[config.mk]
export PLATFORM = sky130hd
export DESIGN_NAME = irq_ctrl
export DESIGN_NICKNAME = d
export VERILOG_FILES = /design/src/rtl/irq_pkg.sv /design/src/rtl/irq_sc_reg.sv /design/src/rtl/irq_lvl_enc.sv /design/src/rtl/irq_ctrl.sv
export SDC_FILE = /design/constraint.sdc
export NUM_CORES = 1
export LEC_CHECK = 0
export BUFFER_PORTS_ARGS = -buffer_cell sky130_fd_sc_hd__buf_2
export CORE_MARGIN = 8
export CORE_UTILIZATION = 43
export DETAILED_ROUTE_END_ITERATION = 8
export PLACE_DENSITY = 0.91
export SYNTH_ARGS = -nofsm -noshare
export SYNTH_HDL_FRONTEND = slang
export SYNTH_SLANG_ARGS = --single-unit
[constraint.sdc]
create_clock -name clk_i -period 1.4 [get_ports clk_i]
set_input_delay 0.14 -clock clk_i [delete_from_list [all_inputs] [get_ports clk_i]]
set_output_delay 0.14 -clock clk_i [all_outputs]
set_load 0.02 [all_outputs]
[src/rtl/irq_pkg.sv]
package irq_pkg;
  localparam int unsigned DATA_W   = 16;
  localparam int unsigned NUM_SRC  = 14;
  localparam int unsigned LVL_W    = 3;
  localparam int unsigned NUM_LVL  = 6;
  localparam int unsigned CTRL_BIT = 15;
  localparam int unsigned SOFT_BIT = 2;

  function automatic logic [LVL_W-1:0] src_level(int unsigned idx);
    logic [LVL_W-1:0] l;
    if (idx <= 2)       l = 3'd1;
    else if (idx == 3)  l = 3'd2;
    else if (idx <= 6)  l = 3'd3;
    else if (idx <= 10) l = 3'd4;
    else if (idx <= 12) l = 3'd5;
    else                l = 3'd6;
    return l;
  endfunction

  function automatic logic [NUM_SRC-1:0] level_mask(int unsigned lvl);
    logic [NUM_SRC-1:0] m;
    m = '0;
    for (int unsigned i = 0; i < NUM_SRC; i++)
      if (int'(src_level(i)) == int'(lvl)) m[i] = 1'b1;
    return m;
  endfunction
endpackage

[src/rtl/irq_sc_reg.sv]
module irq_sc_reg
  import irq_pkg::*;
#(
  parameter int unsigned W = 14
) (
  input  logic              clk_i,
  input  logic              rst_ni,
  input  logic              wr_i,
  input  logic [DATA_W-1:0] wdata_i,
  input  logic [W-1:0]      hw_set_i,
  output logic [W-1:0]      q_o
);
  logic [W-1:0] bits;
  logic [W-1:0] nxt;

  assign bits = wdata_i[W-1:0];

  always_comb begin
    nxt = q_o;
    if (wr_i) begin
      if (wdata_i[CTRL_BIT]) nxt = q_o | bits;
      else                   nxt = q_o & ~bits;
    end
    nxt = nxt | hw_set_i;  // hardware set beats a clear
  end

  always_ff @(posedge clk_i or negedge rst_ni) begin
    if (!rst_ni) q_o <= '0;
    else         q_o <= nxt;
  end

  p_set_write_r2: assert property (@(posedge clk_i) disable iff (!rst_ni)
    (wr_i && wdata_i[CTRL_BIT]) |=> ((q_o & $past(bits)) == $past(bits)));

  p_clear_write_r3: assert property (@(posedge clk_i) disable iff (!rst_ni)
    (wr_i && !wdata_i[CTRL_BIT] && hw_set_i == '0) |=> ((q_o & $past(bits)) == '0));

  p_set_wins_r6: assert property (@(posedge clk_i) disable iff (!rst_ni)
    (hw_set_i != '0) |=> ((q_o & $past(hw_set_i)) == $past(hw_set_i)));

  p_latched_r4: assert property (@(posedge clk_i) disable iff (!rst_ni)
    (!wr_i && hw_set_i == '0) |=> $stable(q_o));
endmodule

[src/rtl/irq_lvl_enc.sv]
module irq_lvl_enc
  import irq_pkg::*;
(
  input  logic [NUM_SRC-1:0] pend_i,
  output logic [LVL_W-1:0]   lvl_o
);
  logic [NUM_LVL:1] hit;

  for (genvar l = 1; l <= NUM_LVL; l++) begin : g_lvl
    localparam logic [NUM_SRC-1:0] MASK = level_mask(l);
    assign hit[l] = |(pend_i & MASK);
  end

  always_comb begin
    lvl_o = '0;
    for (int unsigned l = 1; l <= NUM_LVL; l++)
      if (hit[l]) lvl_o = LVL_W'(l);
  end
endmodule

[src/rtl/irq_ctrl.sv]
module irq_ctrl
  import irq_pkg::*;
(
  input  logic               clk_i,
  input  logic               rst_ni,
  input  logic               ena_wr_i,
  input  logic [DATA_W-1:0]  ena_wdata_i,
  input  logic               req_wr_i,
  input  logic [DATA_W-1:0]  req_wdata_i,
  input  logic [NUM_SRC-1:0] src_pulse_i,
  output logic [DATA_W-1:0]  ena_rdata_o,
  output logic [DATA_W-1:0]  req_rdata_o,
  output logic [LVL_W-1:0]   ipl_no
);
  localparam int unsigned MASTER_BIT = NUM_SRC;
  localparam logic [NUM_SRC-1:0] HW_MASK = ~(NUM_SRC'(1) << SOFT_BIT);

  logic [NUM_SRC:0]   ena_q;
  logic [NUM_SRC-1:0] req_q;
  logic [NUM_SRC-1:0] pend;
  logic [LVL_W-1:0]   lvl;

  irq_sc_reg #(.W(NUM_SRC+1)) u_ena (
    .clk_i, .rst_ni, .wr_i(ena_wr_i), .wdata_i(ena_wdata_i),
    .hw_set_i('0), .q_o(ena_q)
  );

  irq_sc_reg #(.W(NUM_SRC)) u_req (
    .clk_i, .rst_ni, .wr_i(req_wr_i), .wdata_i(req_wdata_i),
    .hw_set_i(src_pulse_i & HW_MASK), .q_o(req_q)
  );

  assign pend = req_q & ena_q[NUM_SRC-1:0] & {NUM_SRC{ena_q[MASTER_BIT]}};

  irq_lvl_enc u_enc (.pend_i(pend), .lvl_o(lvl));

  always_ff @(posedge clk_i or negedge rst_ni) begin
    if (!rst_ni) ipl_no <= '1;
    else         ipl_no <= ~lvl;
  end

  assign ena_rdata_o = DATA_W'(ena_q);
  assign req_rdata_o = DATA_W'(req_q);

  p_master_gate_r7: assert property (@(posedge clk_i) disable iff (!rst_ni)
    !ena_q[MASTER_BIT] |=> (ipl_no == '1));

  p_soft_only_r5: assert property (@(posedge clk_i) disable iff (!rst_ni)
    $rose(req_q[SOFT_BIT]) |-> $past(req_wr_i && req_wdata_i[CTRL_BIT]));

  p_idle_level_r9: assert property (@(posedge clk_i) disable iff (!rst_ni)
    (req_q == '0) |=> (ipl_no == '1));

  p_no_level7_r8: assert property (@(posedge clk_i) disable iff (!rst_ni)
    ipl_no != '0);
endmodule

[Word level (Yosys, flattened, before mapping)]
Cells that the tools add are included.
Cells by class
  add/subtract/negate cells: 0
  $mul: 0
  divide/modulo/power cells: 0
  order comparisons: 0
  equal/unequal tests: 0
  shift operators: 0
  muxes and demuxes: 9
  bitwise operators: 10
  reductions and logical operators: 4
Operator list (count)
  14-bit bitwise AND: 3
  14-bit 2-to-1 mux: 2
  14-bit OR: 2
  15-bit bitwise AND: 1
  15-bit 2-to-1 mux: 1
  3-bit 2-to-1 mux: 5
  15-bit inverter: 1
  15-bit OR: 1
  14-bit inverter: 1
  3-bit OR reduction: 2
  4-bit OR reduction: 1
  3-bit inverter: 1
  2-bit OR reduction: 1
  1-bit 2-to-1 mux: 1
Word-level totals
  register bits after elaboration: 32
  latch bits: 0
  bits in writable memories: 0
  memory bits (read-only): 0
  input bits: 50
  output and inout bits: 35
  word-level logic and storage cells: 26
  memories: 0

[Logic depth before layout (Yosys ltp)]
Gate-level depths: netlist (run 1).
  word-level depth: 10
  gate-level depth with buffers: 4
  gate-level depth less buffers: 3

[Hierarchy]
Synthesis (run 1) repeated with hierarchy kept, for this count alone.
Unflattened totals
  cells, all modules: 131
  area total of the unflattened synthesis: 1592.8 um^2
By module, submodules not included
  irq_sc_reg at u_ena: instances 1, cells an instance 49, area an instance 660.6 um^2, sequential area each 375.4 um^2
  irq_sc_reg at u_req: instances 1, cells an instance 46, area an instance 634.4 um^2, sequential area each 350.3 um^2
  irq_ctrl: instances 1, cells an instance 25, area an instance 220.2 um^2, sequential area each 78.8 um^2
  irq_lvl_enc: instances 1, cells an instance 11, area an instance 77.6 um^2, sequential area each 0.0 um^2

[Worst setup path before layout (run 1)]
OpenSTA, ideal clock, no wires.
  path kind: flip-flop to flip-flop
  start point: reg u_req.q_o[9]
  end point: reg ipl_no[1]
  library setup time: 0.092 ns
  data arrival time: 1.142 ns
  required time: 1.308 ns
  setup slack: 0.166 ns
  cell stages (with the launch flop): 4
  path buffers: 0
  period minus slack after synthesis: 1.234 ns
  cells stage by stage: dfrtp_1 > a22o_1 > a2111oi_1 > o21ai_1
On the way
  word-level cells in the longest chain between the ends: 7
RTL lines
  start, declared: RTL line irq_sc_reg.sv:11  | output logic [W-1:0] q_o
  start signal, assigned: RTL line irq_sc_reg.sv:29  | else q_o <= nxt;
  14-bit bitwise AND (2 in a row): RTL line irq_ctrl.sv:33  | assign pend = req_q & ena_q[NUM_SRC-1:0] & {NUM_SRC{ena_q[MASTER_BIT]}};
  4-bit OR reduction: RTL line irq_lvl_enc.sv:11  | assign hit[l] = |(pend_i & MASK);
  3-bit 2-to-1 mux (3 in a row): RTL line irq_lvl_enc.sv:17  | if (hit[l]) lvl_o = LVL_W'(l);
  3-bit inverter: RTL line irq_ctrl.sv:39  | else ipl_no <= ~lvl;
  end signal, assigned: RTL line irq_ctrl.sv:39
  end, declared: RTL line irq_ctrl.sv:13  | output logic [LVL_W-1:0] ipl_no
Every way passes these cells.
A chain may end at the register's enable or synchronous reset.

[Final worst setup path (run 1)]
  start point: reg u_req.q_o[4]
  end point: reg ipl_no[1]
On the way
  word-level cells in the longest chain between the ends: 8
RTL lines (RTL line)
  14-bit bitwise AND (2 in a row): irq_ctrl.sv:33
  3-bit OR reduction: irq_lvl_enc.sv:11
  3-bit 2-to-1 mux (4 in a row): irq_lvl_enc.sv:17
  3-bit inverter: irq_ctrl.sv:39
Every way passes these cells.

==> key figures, run 1 <==
Logic synthesis
  – Largest cells by area after synthesis: dfrtp_1, a311o_1, mux2_1
  – Syn_area_per_cell: 12.69 µm²
  – Flop and latch count out of synthesis: 32
  – Top_reg_cell synth: dfrtp_1
  – Area fraction in compound gates after synthesis: 22.64%
  – Cell with the most instances after synthesis: dfrtp_1
  – Mapped Area: 1459 µm²
  – Post-synthesis share of cell area spent on and, or, nand and nor gates: 5.832%
  – Proportion of synthesized flip-flops having asynchronous set or reset: 100.0%
  – Cell count after synthesis: 115
  – Number of warning messages in the yosys log: 0
  – Portion of the post-synthesis area used by sequential elements: 55.15%
  – Distinct cell type count of the synthesized netlist: 24
  – Synth area leader: dfrtp_1
  – Xor-xnor portion of the synthesized cell area: 0%
  – Fraction of the mapped netlist area in adder cells: 0%
  – Area share of the largest cell type after synthesis: 49.74%
  – Number of enable-type register cells in the synthesized netlist: 0
  – Largest family of logic cells by synthesized area: compound AO/OA/AOI/OAI gates
  – Portion of netlist area occupied by mux cells: 12.35%
  – Post-synth top cells: dfrtp_1, nand2_1, a311o_1, mux2_1, a21boi_0

Clock tree
  – Sink count of the clock tree: 32
  – Cts repair resizes: 0
  – Clock root buffer: clkbuf_4
  – Number of setup buffers added after CTS: 0
  – TritonCTS clock tree: yes
  – Maximum clock path buffer count: 2
  – TritonCTS Buffers: 5
  – Cts-stage hold buffer count: 7
  – Count of H-tree levels built during CTS: 2
  – Worst skew pair latency: 0.33 ns
  – Clock-pin slew reported for the worst setup and hold paths after clock tree synthesis: 0.10 ns

Timing
  – Number of setup violations in the final report: 0
  – Fmax: 791.3 MHz
  – Total negative setup slack: 0 ns
  – Number of slew-limit violations in the final report: 0
  – Number of hold-slack violations in the final timing report: 0
  – Period minus WS final: 1.264 ns
  – RSZ-0062 raised after global routing: no
  – Worst-case clock skew: 0.006638 ns
  – Final worst-path cycle share: 90.26%

Placed design
  – HPWL Detailed: 3101 µm
  – Count of input and output buffers: 79
  – Post-Place Cells: 234
  – Final RePlAce weighted congestion: 0.7666
  – Post-Place Cell Area: 1884 µm²

Routing
  – Average via count per standard cell: 5.188
  – Remaining antenna violation count: 0
  – Detailed-route via count: 1297
  – Highest metal layer with signal wires: met4
  – Detailed-routing iteration count for the pre-antenna-repair pass: 5
  – Total wirelength of the detailed-routed design: 4111 µm
  – Remaining design rule violation count: 0
  – Met1 layer wirelength in the final routing: 1698 µm
  – Detailed-routed wire length on met3: 352 µm
  – Avg WL per Cell: 16.44 µm
  – Violation count after the first detailed-route iteration: 81
  – Total met2 wirelength after detailed routing: 1981 µm

Setup path
  – Startpoint Class: register
  – Critical path start-end classification: reg2reg
  – Crit path capture type: register
  – Arrival time at the worst endpoint: 1.53 ns
  – Data required time at the worst endpoint: 1.67 ns
  – Top fanout value on the critical path: 3

Power and ir drop
  – Internal Pwr Total: 1.674 mW
  – Sw Pwr: 0.7391 mW
  – Power per cell area: 1180 nW/µm²
  – Maximum vdd ir drop: 0.7418 mV
  – Leak Pwr: 0.9324 nW
  – Post-route total power: 2.413 mW
  – Logic gate share of total power: 24.9%
  – Switching Share: 30.63%
  – Clk network pwr share: 28.6%
  – Share of power burned in registers: 46.5%

Cells and area
  – Share of layout cells above drive strength 1: 48.53%
  – FILL cells: 277
  – Post-layout instance count excluding filler cells: 250
  – Number of nets in the layout: 253
  – Register area: 804.5 µm²
  – Area taken by multi-input logic gates: 606.8 µm²
  – Area overhead of the layout relative to synthesis: 40.14%
  – Finished Cell Area: 2044 µm²
  – Number of inserted diodes: 0

Floorplan
  – Number of cell rows: 21
  – I/O pin count: 85
  – Chip Width: 74.25 µm
  – Area of the core: 3311 µm²
  – Starting density of the core: 44.07%
  – Die span in y: 74.25 µm
  – Die area: 5512 µm²

Status
  – Run status: finished, final reports clean

Global routing
  – Largest net degree at the start of global routing: 33
  – Via count of the first global-routing pass: 1365
  – First-pass GRT wire length: 6423 µm
  – GRT Util Overall: 15.39%
  – Initial antenna violation count: 0
  – Total overflow reported by the global router: 0

Flow run
  – Number of violations of the max-capacitance limit: 0

Worst hold path
  – Worst min path class: in2reg
[kinds of logic after synthesis]
| family | after synthesis |
|---|---|
| AOI/OAI and AO/OA | 37 |
| buffers and inverters | 9 |
| DFF | 32 |
| muxes | 16 |
| other | 1 |
| and+or+nand+nor | 20 |
[placed cells by master (no fill, tap or decap)]
cell / instances
conb_1: 3
clkinv_2: 1
dfrtp_1: 29
a2111oi_1: 1
clkinvlp_4: 1
bufinv_16: 1
nand2_1: 17
o21ai_0: 1
a21boi_2: 1
a22o_4: 1
buf_12: 1
a22oi_1: 1
a22o_1: 2
mux2_2: 6
o41ai_1: 1
buf_2: 79
o21ai_1: 1
a311o_1: 13
a222oi_1: 2
a21boi_0: 8
dlygate4sd3_1: 8
a21boi_1: 4
o211ai_1: 1
nand4b_1: 1
mux2_1: 10
dfstp_2: 3
clkbuf_4: 5
and2_1: 2
[power groups by stage]
| stage | Clock (mW) | Combinational [mW] | Sequential, mW |
|---|---|---|---|
| 5_1_grt | 0.756 | 0.654 | 1.14 |
| 3_5_place_dp | 0 | 0.592 | 1.14 |
| 6_report | 0.691 | 0.600 | 1.12 |
| 3_3_place_gp | 0 | 0.578 | 1.13 |
| 4_1_cts | 0.712 | 0.607 | 1.12 |
| 2_1_floorplan | 0 | 0.207 | 1.27 |
[metal layers]
layer | vias up | track usage (%)
met5 | - | 0
met4 | 0 | 6.957
met3 | 7 | 5.121
met2 | 54 | 24.02
met1 | 623 | 18.80
li1 | 613 | -
[final cells by class]
class                      instances  area share (%)
sequential                        32           39.35
multi-input combinational         76           29.68
timing repair buffer              88           24.24
tap                               46           2.815
clock inverter                     3           2.081
clock buffer                       5           1.836
[critical path: stages (launching register included)]
cell and delay [ns]:
dfrtp_1 0.41, a222oi_1 0.48, a2111oi_1 0.16, o21ai_1 0.15
[metrics by stage]
step | util [%] | setup slack [ns] | hold slack (ns)
after floorplan | - | 0.1661 | -0.1556
final | 61.75 | 0.1363 | 0.007811
after detailed placement | 56.92 | 0.1543 | 0.1066
after CTS | 61.45 | 0.1359 | 0.0004894
after global routing | 61.75 | 0.01545 | 0.005141
after global placement | 56.92 | 0.2009 | 0.1036
[final timing paths]
kind	endpoint	cells past startpoint	from	slack [ns]
min	u_req.q_o[0]$_DFF_PN0_	2	src_pulse_i[0]	0.008
min reg2reg	ipl_no[2]$_DFF_PN1_	1	register	0.50
max in group asynchronous	ipl_no[0]$_DFF_PN1_	3	rst_ni	0.88
max reg2reg	ipl_no[1]$_DFF_PN1_	3	u_req.q_o[4]$_DFF_PN0_	0.14
max	ipl_no[1]$_DFF_PN1_	3	u_req.q_o[4]$_DFF_PN0_	0.14
min in group asynchronous	u_req.q_o[8]$_DFF_PN0_	3	rst_ni	0.28
No activity file was read; power rests on OpenSTA's default activity.
==> run 2, diff against run 1 <==
- GPL_TIMING_DRIVEN: default -> 0
==> key figures, run 2 (same netlist as run 1, synthesis figures left out) <==
Routing
  – Violation count after the first detailed-route iteration: 59 (-27%)
  – Remaining antenna violation count: 0 (unchanged)
  – Avg WL per Cell: 17.28 µm (+5.1%)
  – Average via count per standard cell: 5.288 (+1.9%)
  – Total wirelength of the detailed-routed design: 4319 µm (+5.1%)
  – Detailed-route via count: 1322 (+1.9%)
  – Detailed-routing iteration count for the pre-antenna-repair pass: 4 (-1)
  – Remaining design rule violation count: 0 (unchanged)

Cells and area
  – Number of inserted diodes: 0 (unchanged)
  – Number of nets in the layout: 253 (unchanged)
  – Share of layout cells above drive strength 1: 50.49% (+2.0 points)
  – Most used cells in the layout excluding fill and tap cells: buf_2, dfrtp_1, nand2_1
  – Area overhead of the layout relative to synthesis: 37.14%
  – Most common cell after layout, fill and taps aside: buf_2
  – Finished Cell Area: 2001 µm² (-2.1%)
  – Post-layout instance count excluding filler cells: 250 (unchanged)

Setup path
  – Data required time at the worst endpoint: 1.66 ns (about the same)
  – Critical path start-end classification: reg2reg
  – Launching element of the worst setup path: u_req.q_o[4]$_DFF_PN0_
  – Crit path capture type: register
  – Slowest cell delay on critical path: 0.53 ns (+0.05 ns)
  – Arrival time at the worst endpoint: 1.58 ns (+0.05 ns)
  – Reg2Reg Capture Point: ipl_no[1]$_DFF_PN1_
  – Sequence of cells on the critical path: a222oi_1 > a2111oi_1 > o21ai_1
  – Slowest stage cell on the critical path: a222oi_1
  – Top fanout value on the critical path: 3 (unchanged)
  – Worst setup slack for register-to-register paths: 0.08 ns (-0.06 ns)
  – Startpoint Class: register
  – R2R Path Start: u_req.q_o[4]$_DFF_PN0_
  – R2R depth: 3 (unchanged)

Power and ir drop
  – Maximum vdd ir drop: 0.6118 mV (-18%)
  – Post-route total power: 2.391 mW (-0.93%)
  – Leak Pwr: 0.9271 nW (-0.57%)
  – Power per cell area: 1195 nW/µm² (+1.2%)

Floorplan
  – Number of cell rows: 21 (unchanged)
  – Die span in y: 74.25 µm (unchanged)
  – Chip Width: 74.25 µm (unchanged)
  – Starting density of the core: 44.07% (unchanged)
  – Die area: 5512 µm² (unchanged)
  – I/O pin count: 85 (unchanged)
  – Area of the core: 3311 µm² (unchanged)

Clock tree
  – Maximum clock path buffer count: 2 (unchanged)
  – Clock-pin slew reported for the worst setup and hold paths after clock tree synthesis: 0.10 ns (about the same)
  – TritonCTS Buffers: 5 (unchanged)
  – Worst skew pair latency: 0.32 ns (about the same)
  – TritonCTS clock tree: yes
  – Count of H-tree levels built during CTS: 2 (unchanged)
  – Clock root buffer: clkbuf_4
  – Cts repair resizes: 0 (unchanged)
  – Sink count of the clock tree: 32 (unchanged)

Global routing
  – First-pass GRT wire length: 6796 µm (+5.8%)
  – Initial antenna violation count: 0 (unchanged)
  – Via count of the first global-routing pass: 1382 (+1.2%)
  – GRT Util Overall: 16.07% (+0.68 points)
  – Largest net degree at the start of global routing: 33 (unchanged)
  – Total overflow reported by the global router: 0 (unchanged)

Placed design
  – Final RePlAce weighted congestion: 0.7890 (+2.9%)
  – Pre-CTS worst setup slack: 0.1197 ns (-0.03461 ns)
  – Post-Place Cell Area: 1914 µm² (+1.6%)
  – Post-Place Cells: 241 (+3.0%)
  – Count of input and output buffers: 78 (-1.3%)
  – HPWL Detailed: 3400 µm (+9.6%)

Status
  – Run status: finished, final reports clean

Timing
  – Total negative setup slack: 0 ns (unchanged)
  – Actual transition at the worst max-transition pin: 0.7013 ns
  – RSZ-0062 raised after global routing: no
  – Number of slew-limit violations in the final report: 0 (unchanged)
  – Worst-case clock skew: 0.01040 ns (+0.003759 ns)
  – Fmax: 757.3 MHz (-4.3%)
  – Relative slew slack: 53.25%
  – Number of hold-slack violations in the final timing report: 0 (unchanged)
  – Number of setup violations in the final report: 0 (unchanged)
  – Final worst-path cycle share: 94.32% (+4.1 points)
  – Worst Slack Setup Final: 0.07948 ns (-0.05684 ns)
  – Period minus WS final: 1.321 ns (+0.05684 ns)

Worst hold path
  – Min-Delay Startpoint: src_pulse_i[10]
  – Endpoint with the worst hold slack: u_req.q_o[10]$_DFF_PN0_
  – Worst min path class: in2reg
  – Hold Path Stages: 2 (unchanged)

Flow run
  – Number of violations of the max-capacitance limit: 0 (unchanged)
-- run 2: cell types whose count changed in the layout (fill, tap and decap cells not counted) --
cell / previous run / this run
clkinvlp_4: 1 / 0
buf_2: 79 / 80
dlygate4sd3_1: 8 / 1
buf_12: 1 / 0
clkbuf_1: 0 / 3
buf_4: 0 / 5
-- run 2: worst max-delay path by stage --
stage,cells past startpoint,to,slack [ns]
final,3,ipl_no[1]$_DFF_PN1_,0.08
after floorplan,3,ipl_no[1]$_DFF_PN1_,0.17
after detailed placement,3,ipl_no[1]$_DFF_PN1_,0.12
after global routing,3,ipl_no[1]$_DFF_PN1_,0.006
after global placement,3,ipl_no[1]$_DFF_PN1_,0.14
after CTS,3,ipl_no[1]$_DFF_PN1_,0.1
-- run 2: repair_timing --
action | CTS | global route
endpoints found under the hold margin | 29 | 0
hold buffers | 1 | 0
buffers inserted | 0 | 0
-- run 2: layer usage --
layer	wire [µm]	up-vias	track usage [%]	share of wire, %
met2	2141	54	26.56	50
met5	0	-	0	0
met1	1748	650	19.64	40
li1	-	614	-	-
met4	52	0	5.652	1.2
met3	377	4	4.313	8.7
-- run 2: through the flow --
stage,util (%),hold WS (ns)
after CTS,60.43,0.006180
after detailed placement,57.82,0.2243
final,60.43,0.01599
after floorplan,-,-0.1556
after global routing,60.43,0.004449
after global placement,57.82,0.2188
-- run 2: worst max-delay path: cells and delay by family (launching register included) --
family | cells | cell delay (ns)
AOI/OAI and AO/OA | 3 | 0.86
DFF | 1 | 0.40
-- run 2: cell type report --
cell class | count | area [µm²]
Fill cell | 299 | 1310
Clock inverter | 2 | 35.03
Sequential cell | 32 | 804.5
Clock buffer | 6 | 41.29
Buffer | 9 | 55.05
Timing Repair Buffer | 79 | 400.4
Tap cell | 46 | 57.56
Multi-Input combinational cell | 76 | 606.8
-- run 2: where the power goes --
group | switching, mW | leakage (nW) | internal [mW]
clock network | 0.295 | 0.0422 | 0.374
registers | 0.0829 | 0.346 | 1.04
logic | 0.343 | 0.538 | 0.255
==> run 3, diff against run 2 <==
- PLACE_DENSITY: 0.91 -> default
- PLACE_DENSITY_LB_ADDON: default -> 0.2
- SKIP_CTS_REPAIR_TIMING: default -> 1
==> key figures, run 3 (same netlist as run 1, synthesis figures left out) <==
Status
  – Run status: finished, final reports clean

Cells and area
  – Most used cells in the layout excluding fill and tap cells: buf_2, dfrtp_1, nand2_1
  – Share of layout cells above drive strength 1: 50.24% (-0.25 points)
  – Finished Cell Area: 2052 µm² (+2.6%)
  – Number of nets in the layout: 258 (+2.0%)
  – Area overhead of the layout relative to synthesis: 40.65%
  – Final Util: 61.98% (+1.5 points)
  – Number of inserted diodes: 0 (unchanged)
  – Most common cell after layout, fill and taps aside: buf_2
  – Post-layout instance count excluding filler cells: 255 (+2.0%)

Power and ir drop
  – Logic gate share of total power: 25.2% (+0.2 points)
  – Leak Pwr: 0.9479 nW (+2.2%)
  – Maximum vdd ir drop: 0.7077 mV (+16%)
  – Post-route total power: 2.424 mW (+1.4%)
  – Clk network pwr share: 28.5% (+0.5 points)
  – Internal Pwr Total: 1.680 mW (+0.62%)
  – Switching Share: 30.69% (+0.54 points)
  – Power per cell area: 1181 nW/µm² (-1.1%)
  – Sw Pwr: 0.7440 mW (+3.2%)
  – Share of power burned in registers: 46.3% (-0.7 points)

Floorplan
  – Die area: 5512 µm² (unchanged)
  – Number of cell rows: 21 (unchanged)
  – Starting density of the core: 44.07% (unchanged)
  – Die span in y: 74.25 µm (unchanged)
  – I/O pin count: 85 (unchanged)
  – Area of the core: 3311 µm² (unchanged)
  – Chip Width: 74.25 µm (unchanged)

Placed design
  – Final RePlAce weighted congestion: 0.7639 (-3.2%)
  – Pre-CTS worst setup slack: 0.1307 ns (+0.01099 ns)
  – Post-Place Cell Area: 1914 µm² (unchanged)
  – Post-Place Cells: 241 (unchanged)
  – Count of input and output buffers: 78 (unchanged)

Global routing
  – Total overflow reported by the global router: 0 (unchanged)
  – Largest net degree at the start of global routing: 33 (unchanged)
  – Initial antenna violation count: 0 (unchanged)
  – Via count of the first global-routing pass: 1395 (+0.94%)
  – First-pass GRT wire length: 6672 µm (-1.8%)
  – GRT Util Overall: 16.10% (+0.025 points)

Setup path
  – Top fanout value on the critical path: 3 (unchanged)
  – Slowest cell delay on critical path: 0.40 ns (-0.13 ns)
  – Data required time at the worst endpoint: 1.65 ns (about the same)
  – Slowest stage cell on the critical path: dfrtp_1
  – Arrival time at the worst endpoint: 1.52 ns (-0.06 ns)
  – Number of cells on the critical path: 3 (unchanged)
  – Critical path start-end classification: reg2reg
  – Startpoint Class: register
  – Worst setup slack for register-to-register paths: 0.13 ns (+0.05 ns)
  – Kind of cell with the highest combined delay on the critical path: compound AO/OA/AOI/OAI gates
  – R2R depth: 3 (unchanged)
  – Sequence of cells on the critical path: a22o_1 > a2111oi_1 > o21ai_1
  – Bufs and invs on worst path: 0 (unchanged)
  – Crit path capture type: register

Timing
  – Total negative setup slack: 0 ns (unchanged)
  – Period minus WS final: 1.268 ns (-0.05302 ns)
  – Fmax: 789.0 MHz (+4.2%)
  – Relative slew slack: 53.77% (+0.52 points)
  – RSZ-0062 raised after global routing: no
  – Worst-case clock skew: 0.006387 ns (-0.004011 ns)
  – Number of slew-limit violations in the final report: 0 (unchanged)
  – WHS: 0.01209 ns (-0.003900 ns)
  – Final worst-path cycle share: 90.54% (-3.8 points)
  – Actual transition at the worst max-transition pin: 0.6934 ns (-0.007853 ns)
  – Worst Slack Setup Final: 0.1325 ns (+0.05302 ns)
  – Number of setup violations in the final report: 0 (unchanged)
  – Number of hold-slack violations in the final timing report: 0 (unchanged)

Clock tree
  – Sink count of the clock tree: 32 (unchanged)
  – Worst skew pair latency: 0.33 ns (about the same)
  – TritonCTS clock tree: yes
  – Clock-pin slew reported for the worst setup and hold paths after clock tree synthesis: 0.10 ns (about the same)
  – Maximum clock path buffer count: 2 (unchanged)
  – Clock root buffer: clkbuf_4
  – Count of H-tree levels built during CTS: 2 (unchanged)
  – TritonCTS Buffers: 5 (unchanged)

Worst hold path
  – Worst min path class: in2reg
  – Hold Path Stages: 2 (unchanged)

Routing
  – Remaining antenna violation count: 0 (unchanged)
  – Detailed-route via count: 1332 (+0.76%)
  – Detailed-routing iteration count for the pre-antenna-repair pass: 5 (+1)
  – Average via count per standard cell: 5.224 (-1.2%)
  – Avg WL per Cell: 16.67 µm (-3.5%)
  – Total wirelength of the detailed-routed design: 4250 µm (-1.6%)
  – Violation count after the first detailed-route iteration: 62 (+5.1%)
  – Remaining design rule violation count: 0 (unchanged)

Flow run
  – Number of violations of the max-capacitance limit: 0 (unchanged)
[run 3: per-layer routing]
| metal | wire length (µm) | vias to the layer above | GRT usage (%) | part of all wire (%) |
|---|---|---|---|---|
| met4 | 81 | 0 | 8.478 | 1.9 |
| met5 | 0 | - | 0 | 0 |
| met2 | 2152 | 60 | 27.05 | 51 |
| li1 | - | 620 | - | - |
| met3 | 344 | 11 | 4.717 | 8.1 |
| met1 | 1672 | 641 | 17.99 | 39 |
[run 3: final cells by class]
| cell class | count | area, µm² |
|---|---|---|
| Fill cell | 299 | 1259 |
| Sequential cell | 32 | 804.5 |
| Multi-Input combinational cell | 76 | 606.8 |
| Timing Repair Buffer | 84 | 447.9 |
| Tap cell | 46 | 57.56 |
| Buffer | 9 | 55.05 |
| Clock inverter | 3 | 42.54 |
| Clock buffer | 5 | 37.54 |
[run 3: power by group through the flow]
stage / clock network (mW) / logic (mW) / registers [mW]
2_1_floorplan: 0 / 0.207 / 1.27
3_3_place_gp: 0 / 0.585 / 1.13
3_5_place_dp: 0 / 0.603 / 1.14
4_1_cts: 0.714 / 0.604 / 1.12
5_1_grt: 0.762 / 0.662 / 1.14
6_report: 0.690 / 0.612 / 1.12
[run 3: worst register-to-register path: cells and delay by family, from the launching register on]
family	cells	cell delay, ns
AO/OA/AOI/OAI	3	0.79
flip-flops	1	0.40
[run 3: final timing paths]
kind / startpoint / to
min in group asynchronous: rst_ni / u_req.q_o[5]$_DFF_PN0_
setup / recovery: u_req.q_o[9]$_DFF_PN0_ / ipl_no[1]$_DFF_PN1_
hold / removal: src_pulse_i[1] / u_req.q_o[1]$_DFF_PN0_
max in group asynchronous: rst_ni / u_req.q_o[9]$_DFF_PN0_
hold reg to reg: register / ipl_no[2]$_DFF_PN1_
setup reg to reg: u_req.q_o[9]$_DFF_PN0_ / ipl_no[1]$_DFF_PN1_
